[config.mk]
export PLATFORM = sky130hd
export DESIGN_NAME = rxc_err_bank
export DESIGN_NICKNAME = d
export VERILOG_FILES = /design/src/rtl/rxc_pkg.sv /design/src/rtl/rxc_err_bank.sv
export SDC_FILE = /design/constraint.sdc
export NUM_CORES = 1
export LEC_CHECK = 0
export ABC_AREA = 0
export CORE_MARGIN = 2
export CORE_UTILIZATION = 49
export CTS_CLUSTER_SIZE = 30
export DETAILED_ROUTE_END_ITERATION = 10
export DONT_BUFFER_PORTS = 1
export GPL_TIMING_DRIVEN = 0
export SETUP_SLACK_MARGIN = 0.3
export SYNTH_ARGS = -nofsm -noshare
export SYNTH_HDL_FRONTEND = slang
export SYNTH_SLANG_ARGS = --single-unit
[constraint.sdc]
create_clock -name clk -period 2.1 [get_ports clk]
set_clock_uncertainty 0.05 [all_clocks]
set_input_delay 0.21 -clock clk [delete_from_list [all_inputs] [get_ports clk]]
set_output_delay 0.21 -clock clk [all_outputs]
set_load 0.1 [all_outputs]
[src/rtl/rxc_pkg.sv]
package rxc_pkg;
    typedef enum logic {BANK_A = 1'b0, BANK_B = 1'b1} bank_e;

    function automatic bank_e other_bank(bank_e b);
        return (b == BANK_A) ? BANK_B : BANK_A;
    endfunction
endpackage

[src/rtl/rxc_err_bank.sv]
module rxc_err_bank
    import rxc_pkg::*;
#(
    parameter int CNT_W = 8
) (
    input  logic             clk,
    input  logic             rst,
    input  logic             miss,
    input  logic             rd,
    output logic [CNT_W-1:0] held
);
    localparam int NBANK = 2;

    typedef struct packed {
        logic [NBANK-1:0][CNT_W-1:0] cnt;
        bank_e                       act;
    } st_t;

    st_t st_d, st_q;
    logic [NBANK-1:0][CNT_W-1:0] nxt;

    for (genvar g = 0; g < NBANK; g++) begin : g_bank
        logic is_act;
        assign is_act = (st_q.act == bank_e'(g));
        always_comb begin
            nxt[g] = st_q.cnt[g];
            if (is_act) begin
                // Active bank freezes on a read; otherwise it counts.
                if (!rd && miss) nxt[g] = st_q.cnt[g] + CNT_W'(1);
            end else if (rd) begin
                // Standby bank restarts; a coincident miss is kept here.
                nxt[g] = miss ? CNT_W'(1) : '0;
            end
        end
    end

    always_comb begin
        st_d     = st_q;
        st_d.cnt = nxt;
        if (rd) st_d.act = other_bank(st_q.act);
    end

    always_ff @(posedge clk) begin
        if (rst) begin
            st_q.cnt <= '0;
            st_q.act <= BANK_A;
        end else begin
            st_q <= st_d;
        end
    end

    assign held = st_q.cnt[other_bank(st_q.act)];
endmodule

==> results of run 1 <==
where the power goes:
part	leakage, nW	internal (W)	switching (W)
logic	0.264	0.0000384	0.0000616
clock network	0.0177	0.0000707	0.000115
registers	0.138	0.000328	0.00000745
repair_timing:
item,in CTS,in global routing
resized for setup,17,1
hold endpoints to repair,2,0
hold buffers,1,0
endpoints found under the setup margin,8,5
final cells by class:
class / instances / area share
Buffer: 7 / 0.0602
Clock buffer: 3 / 0.0193
Clock inverter: 1 / 0.00430
Inverter: 1 / 0.00322
Multi-Input combinational cell: 93 / 0.583
Sequential cell: 17 / 0.292
Tap cell: 27 / 0.0290
Timing Repair Buffer: 1 / 0.00859
through the flow:
step / total power [W] / hold slack (ns)
after floorplan: 0.000410 / 0.243
after global placement: 0.000425 / 0.245
after detailed placement: 0.000427 / 0.248
after CTS: 0.000619 / 0.0897
after global routing: 0.000639 / 0.101
final: 0.000621 / 0.0917
sequential cells by signal, summed over array words and instances, names as in the netlist:
name / cells
st_q: 16
g_bank.is_act: 1
worst min path at each step:
stage / to / slack (ns) / depth (start not counted)
floorplan: st_q[1]$_SDFFE_PP0P_ / 0.24 / 1
global placement: st_q[9]$_SDFFE_PP0P_ / 0.24 / 1
detailed placement: st_q[1]$_SDFFE_PP0P_ / 0.25 / 1
CTS: st_q[8]$_SDFFE_PP0P_ / 0.09 / 2
global route: st_q[8]$_SDFFE_PP0P_ / 0.10 / 2
finish: st_q[8]$_SDFFE_PP0P_ / 0.09 / 2
cell families after synthesis:
kind of cell,Yosys count,synth area share
flip-flops,17,0.330
buffers and inverters,8,0.0413
multiplexers,5,0.0546
AO/OA/AOI/OAI,34,0.225
AND/OR/NAND/NOR,48,0.291
adder cells (fa/ha/maj),2,0.0243
XOR/XNOR,4,0.0340
routing by layer:
layer  GRT usage  vias up  wire (um)
met5           0        -          0
met1       0.308      446       1150
li1            -      454          -
met4      0.0370        0         27
met2       0.327       23       1200
met3      0.0394        6         92
critical path: cells and delay by family (launching register included):
family | cells | cell delay, ns
buf+inv | 3 | 0.42
flops | 1 | 0.34
mux | 1 | 0.44
cell usage after synthesis (all sizes together) (3+ instances only):
| cell type | instances | share of area |
|---|---|---|
| nor2 | 11 | 0.040 |
| xor2 | 4 | 0.034 |
| a31oi | 4 | 0.024 |
| a21oi | 12 | 0.058 |
| dfxtp | 17 | 0.33 |
| nand2b | 5 | 0.030 |
| nand2 | 7 | 0.025 |
| nand3b | 5 | 0.049 |
| nand4 | 3 | 0.018 |
| mux2 | 5 | 0.055 |
| o21a | 3 | 0.022 |
| o211ai | 5 | 0.041 |
| buf | 5 | 0.030 |
placed cells by master, fill, tap and decap left out, drive strengths merged, types with 3 or more instances in the layout:
cell     n
nor2    11
dfxtp   17
o211ai   5
xor2     4
nand3b   5
mux2     5
buf      5
nand2b   5
nand2    7
a21oi   12
a31oi    4
clkbuf   5
nand4    3
o21a     3
==> impl_results.md, run 1 <==
- CP Cell Sequence: buf_6 -> buf_8 -> buf_12 -> mux2_4
- Flop2flop setup slack: 0.63 ns
- Num rows: 16
- Drt initial violations: 22
- Initial DRT Pass Iterations: 4
- RSZ-0062 raised after global routing: false
- Clock buffer depth: 2
- Critical path endpoint category: output pin
- Clock transition at the registers of the reported paths: 0.11 ns
- Clk Latency, worst-skew pair: 0.29 ns
- Fin crit period: 1.77 ns
- Post-synth EDFFs: 0
- Place WS: 0.0888 ns
- Global-route wire length before repair: 4100 um
- R2R depth: 4
- Final HPWL DP: 1680 um
- Setup TNS: 0 ns
- Kind of critical path: reg -> out
- Required @ worst endpoint: 1.84 ns
- Mapped Cells: 118
- Via count: 929
- I/O pins: 12
- Ant diodes: 0
- Relative slew slack: 0.654
- Crit Path Max Fanout: 10
- Post-synthesis cell type count: 37
- Inserted Clock Buffers: 3
- Nets: 130
- Critical Path Slowest Stage Cell: mux2_4
- Run status: complete, no violations
- Initial antenna violation count: 0
- Max Fclk: 564 MHz
- Crit path from: g_bank[1].is_act$_SDFFE_PP0P_
- Critical Path Max Stage Delay: 0.44 ns
- Core Footprint: 1980 um^2
- Hold Violations, Final: 0
- Main synth FF type: dfxtp_1
- Peak supply drop: 0.000412 V
- Multi-input logic area: 679 um^2
- Cell Pwr Density: 533 nW/um^2
- Leak pwr: 0.420 nW
- Area after DPL: 1060 um^2
- Remaining DRCs: 0
- Number of H-tree levels: 1
- Worst Path Arrival: 1.51 ns
- Initial Utilization: 0.520
- Final Cell Area: 1160 um^2
- Final period util: 0.844
- Area growth syn-to-layout: 13.0%
- Share of layout cells above drive strength 1: 0.171
- Die area: 2490 um^2
- Startpoint Class: register
- Grt ovf: 0
- Number of max-cap violations: 0
- Hold Crit Class: in -> reg
- Reg area: 340 um^2
- Total GRT Usage: 0.211
- Setup-failing EPs final: 0
- Post-CTS setup repair buffer count: 0
- Reg2reg start: g_bank[1].is_act$_SDFFE_PP0P_
- Die height: 49.9 um
- Placed Instances: 145
- Count of buffers from port buffering: 0
- YS warnings: 0
- Clock Sinks: 17
- Drt total wl: 2470 um
- Critical Path Sink: held[3]
- Slew Viols, Final: 0
- Asr flop ratio synth: 0
- Tightest Pin Transition: 0.518 ns
- # fillers: 183
- Vias per inst: 6.19
- Mapped Area: 1030 um^2
- Avg WL per Cell: 16.4 um
- CTS tree: yes
- Final Non-Filler Cells: 150
- RR Endpoint: st_q[14]$_SDFFE_PP0P_
- Seq/Total Area, Yosys: 0.330
- Synthesized Nets: 124
- Syn_area_per_cell: 8.74 um^2
- Die width: 49.9 um
- Largest net degree at the start of global routing: 11
- Util after Layout: 0.588
- Detail Route Antenna Nets: 0
- Number of global-route vias before repair: 816
- Hold Startpoint: rst
- GP Congestion: 0.784
- CTS root buf: clkbuf_4
- Synthesis-stage register bit count: 17
- Post-route setup slack: 0.327 ns
(Power assumes the default switching activity.)
==> inputs of run 2 (changes only) <==
--- a/config.mk
+++ b/config.mk
@@ -5,13 +5,14 @@
 export SDC_FILE = /design/constraint.sdc
 export NUM_CORES = 1
 export LEC_CHECK = 0
-export ABC_AREA = 0
+export ABC_AREA = 1
 export CORE_MARGIN = 2
 export CORE_UTILIZATION = 49
 export CTS_CLUSTER_SIZE = 30
 export DETAILED_ROUTE_END_ITERATION = 10
 export DONT_BUFFER_PORTS = 1
 export GPL_TIMING_DRIVEN = 0
+export PLACE_DENSITY = 0.66
 export SETUP_SLACK_MARGIN = 0.3
 export SYNTH_ARGS = -nofsm -noshare
 export SYNTH_HDL_FRONTEND = slang
==> constraint.sdc (replaced) <==
create_clock -name clk -period 1.59 [get_ports clk]
set_clock_uncertainty 0.05 [all_clocks]
set_input_delay 0.159 -clock clk [delete_from_list [all_inputs] [get_ports clk]]
set_output_delay 0.159 -clock clk [all_outputs]
set_load 0.1 [all_outputs]
==> impl_results.md, run 2 <==
- Run status: finished, violations left
- Failing checks: negative setup slack
- Max Fclk: 598 MHz
- Most common cell after layout, fill and taps aside: nand2_1
- Critical Path Max Stage Delay: 0.55 ns (+0.11 ns)
- Remaining DRCs: 0 (unchanged)
- Avg WL per Cell: 12.9 um (-22%)
- Critical path endpoint category: output pin
- Vias per inst: 5.23 (-16%)
- Tightest Pin Transition: 0.702 ns (+0.184 ns)
- Count of buffers from port buffering: 0 (unchanged)
- YS warnings: 0 (unchanged)
- Area growth syn-to-layout: 34.7%
- Syn_area_per_cell: 6.96 um^2 (-20%)
- Clock Sinks: 17 (unchanged)
- Max FFs per register: 16 (unchanged)
- Hold Crit Class: in -> reg
- Drt initial violations: 7 (-68%)
- Number of H-tree levels: 1 (unchanged)
- Slew Viols, Final: 0 (unchanged)
- Number of global-route vias before repair: 888 (+8.8%)
- # fillers: 162 (-11%)
- Synthesis-stage register bit count: 17 (unchanged)
- Largest net degree at the start of global routing: 10 (-1)
- Family with the most delay on the worst path: compound AO/OA/AOI/OAI gates
- CP dominant cell by count: buf_12
- Total GRT Usage: 0.206 (-0.00475)
- Clk Latency, worst-skew pair: 0.30 ns (about the same)
- I/O pins: 12 (unchanged)
- Setup-failing EPs final: 6 (+6)
- Cell Pwr Density: 625 nW/um^2 (+17%)
- R2R depth: 8 (+4)
- Final Cell Area: 1400 um^2 (+20%)
- CTS root buf: clkbuf_4
- Hold EP: g_bank[1].is_act$_SDFFE_PP0P_
- Reg area: 344 um^2 (+1.1%)
- Die area: 2500 um^2 (+0.56%)
- Hold Startpoint: rd
- Crit path from: g_bank[1].is_act$_SDFFE_PP0P_
- Initial DRT Pass Iterations: 4 (unchanged)
- Hold path cells: 3 (+1)
- Synth area leaders: dfxtp_1 33%, nand2_1 14%, nor2_1 6.2%
- Clock transition at the registers of the reported paths: 0.09 ns (-0.02 ns)
- Drt total wl: 2410 um (-2.4%)
- Mapped Cells: 149 (+26%)
- Crit Path Max Fanout: 6 (-4)
- Area after DPL: 1160 um^2 (+8.6%)
- Initial Utilization: 0.523 (+0.00316)
- CTS tree: yes
- Number of max-cap violations: 0 (unchanged)
- Required @ worst endpoint: 1.38 ns (-0.46 ns)
- Multi-input logic area: 778 um^2 (+15%)
- CP Cell Sequence: buf_12 -> buf_12 -> o21ai_4
- Reg2reg start: g_bank[1].is_act$_SDFFE_PP0P_
- Most frequent cell after synthesis: nand2_1
- Biggest register: st_q
- Inserted Clock Buffers: 3 (unchanged)
- GP Congestion: 0.803 (+2.5%)
- RR Endpoint: st_q[9]$_SDFFE_PP0P_
- Worst path buffer plus inverter count: 2 (-1)
- Kind of critical path: reg -> out
- Main synth FF type: dfxtp_1
- Placed Instances: 176 (+21%)
- Synth top cells by count: 40 x nand2_1, 17 x dfxtp_1, 17 x nor2_1, 14 x inv_1, 9 x o21ai_0
- Leak pwr: 0.536 nW (+28%)
- Post-synthesis cell type count: 26 (-30%)
- Core Footprint: 1980 um^2 (unchanged)
- Grt ovf: 0 (unchanged)
- Final Non-Filler Cells: 187 (+25%)
- RSZ-0062 raised after global routing: true
- Top cell type by total area after synthesis: dfxtp_1
- Nets: 167 (+28%)
- Clock buffer depth: 2 (unchanged)
- Mapped Area: 1040 um^2 (+0.61%)
- Peak supply drop: 0.000431 V (+4.7%)
- Post-synth EDFFs: 0 (unchanged)
- Worst Path Arrival: 1.46 ns (-0.05 ns)
- Critical Path Slowest Stage Cell: o21ai_4
- Synthesized Nets: 155 (+25%)
- Seq/Total Area, Yosys: 0.328 (-0.00199)
- Synth top area share: 0.328 (-0.00199)
- Fin crit period: 1.67 ns
- Die height: 50.0 um (+0.28%)
- Hold Violations, Final: 0 (unchanged)
- Final HPWL DP: 1630 um (-2.8%)
- Initial antenna violation count: 0 (unchanged)
- Share of layout cells above drive strength 1: 0.388 (+0.217)
- Ant diodes: 0 (unchanged)
- Asr flop ratio synth: 0 (unchanged)
- Via count: 978 (+5.3%)
- Num rows: 16 (unchanged)
- Global-route wire length before repair: 3840 um (-6.4%)
- Startpoint Class: register
- Final period util: 1.05
- Detail Route Antenna Nets: 0 (unchanged)
- Die width: 50.0 um (+0.28%)
- Most frequent cells in the layout: 30 x nand2_1, 15 x nor2_1, 14 x inv_1, 14 x dfxtp_1, 7 x nand2_2
- Post-route setup slack: -0.0818 ns (-0.409 ns)
- Relative slew slack: 0.530 (-0.123)
- Flop2flop setup slack: 0.18 ns (-0.45 ns)
[run 2: worst max path at each step]
stage	slack, ns	endpoint	depth (start not counted)
after floorplan	0.11	held[0]	2
after global placement	0.07	held[3]	4
after detailed placement	0.07	held[3]	4
after CTS	-0.11	held[6]	3
after global routing	-0.12	held[4]	5
final	-0.08	held[6]	3
[run 2: where the power goes]
| part | switching [W] | internal, W |
|---|---|---|
| registers | 0.00000732 | 0.000434 |
| logic | 0.000120 | 0.0000678 |
| clock network | 0.000146 | 0.0000980 |
| total | 0.000273 | 0.000600 |
[run 2: through the flow]
step,util,worst slack (ns),setup TNS [ns],total power [W],hold WS (ns)
6_report,0.705,-0.0818,-0.363,0.000873,0.0542
5_1_grt,0.705,-0.124,-0.636,0.000911,0.0608
4_1_cts,0.656,-0.114,-0.430,0.000847,0.0520
3_5_place_dp,0.583,0.0668,0,0.000570,0.181
3_3_place_gp,0.583,0.0726,0,0.000568,0.180
2_1_floorplan,-,0.109,0,0.000553,0.178
[run 2: area by class of cell]
| class | count | share of cell area |
|---|---|---|
| plain buffers | 2 | 0.0286 |
| flip-flops and latches | 17 | 0.246 |
| clock buffers | 4 | 0.0188 |
| inverters | 22 | 0.0698 |
| repair buffers | 7 | 0.0555 |
| well taps | 27 | 0.0242 |
| multi-input cells | 108 | 0.557 |
[run 2: repair_timing]
| item | in CTS | in global routing |
|---|---|---|
| buffers inserted | 4 | 1 |
| pin swaps | 10 | 7 |
| resized for setup | 14 | 26 |
| gates cloned | 0 | 0 |
| hold buffers | 2 | 0 |
| hold endpoints to repair | 6 | 0 |
| endpoints found under the setup margin | 8 | 21 |
[run 2: metal layers]
metal	vias up	GRT usage	share of wire
li1	492	-	-
met3	11	0.0485	0.047
met4	0	0.0833	0.028
met5	-	0	0
met1	443	0.260	0.42
met2	32	0.336	0.50
[run 2: logic make-up (layout without fill, tap and decap cells)]
group                    count (synthesis)  after routing  synth area share
flip-flops                              17             17             0.328
AND/OR/NAND/NOR                         81             81             0.405
AO/OA/AOI/OAI                           22             22             0.115
buffers and inverters                   24             35             0.103
adder cells (fa/ha/maj)                  2              2            0.0241
XOR/XNOR                                 3              3            0.0253
[run 2: worst reg2reg max path, cell delays in order, from the launching register on]
cell and delay, ns:
dfxtp_2 0.34, buf_12 0.14, buf_12 0.12, buf_6 0.11, nor2_4 0.19, inv_4 0.08, nand2_4 0.10, nor2_4 0.04
o21a_1 0.16
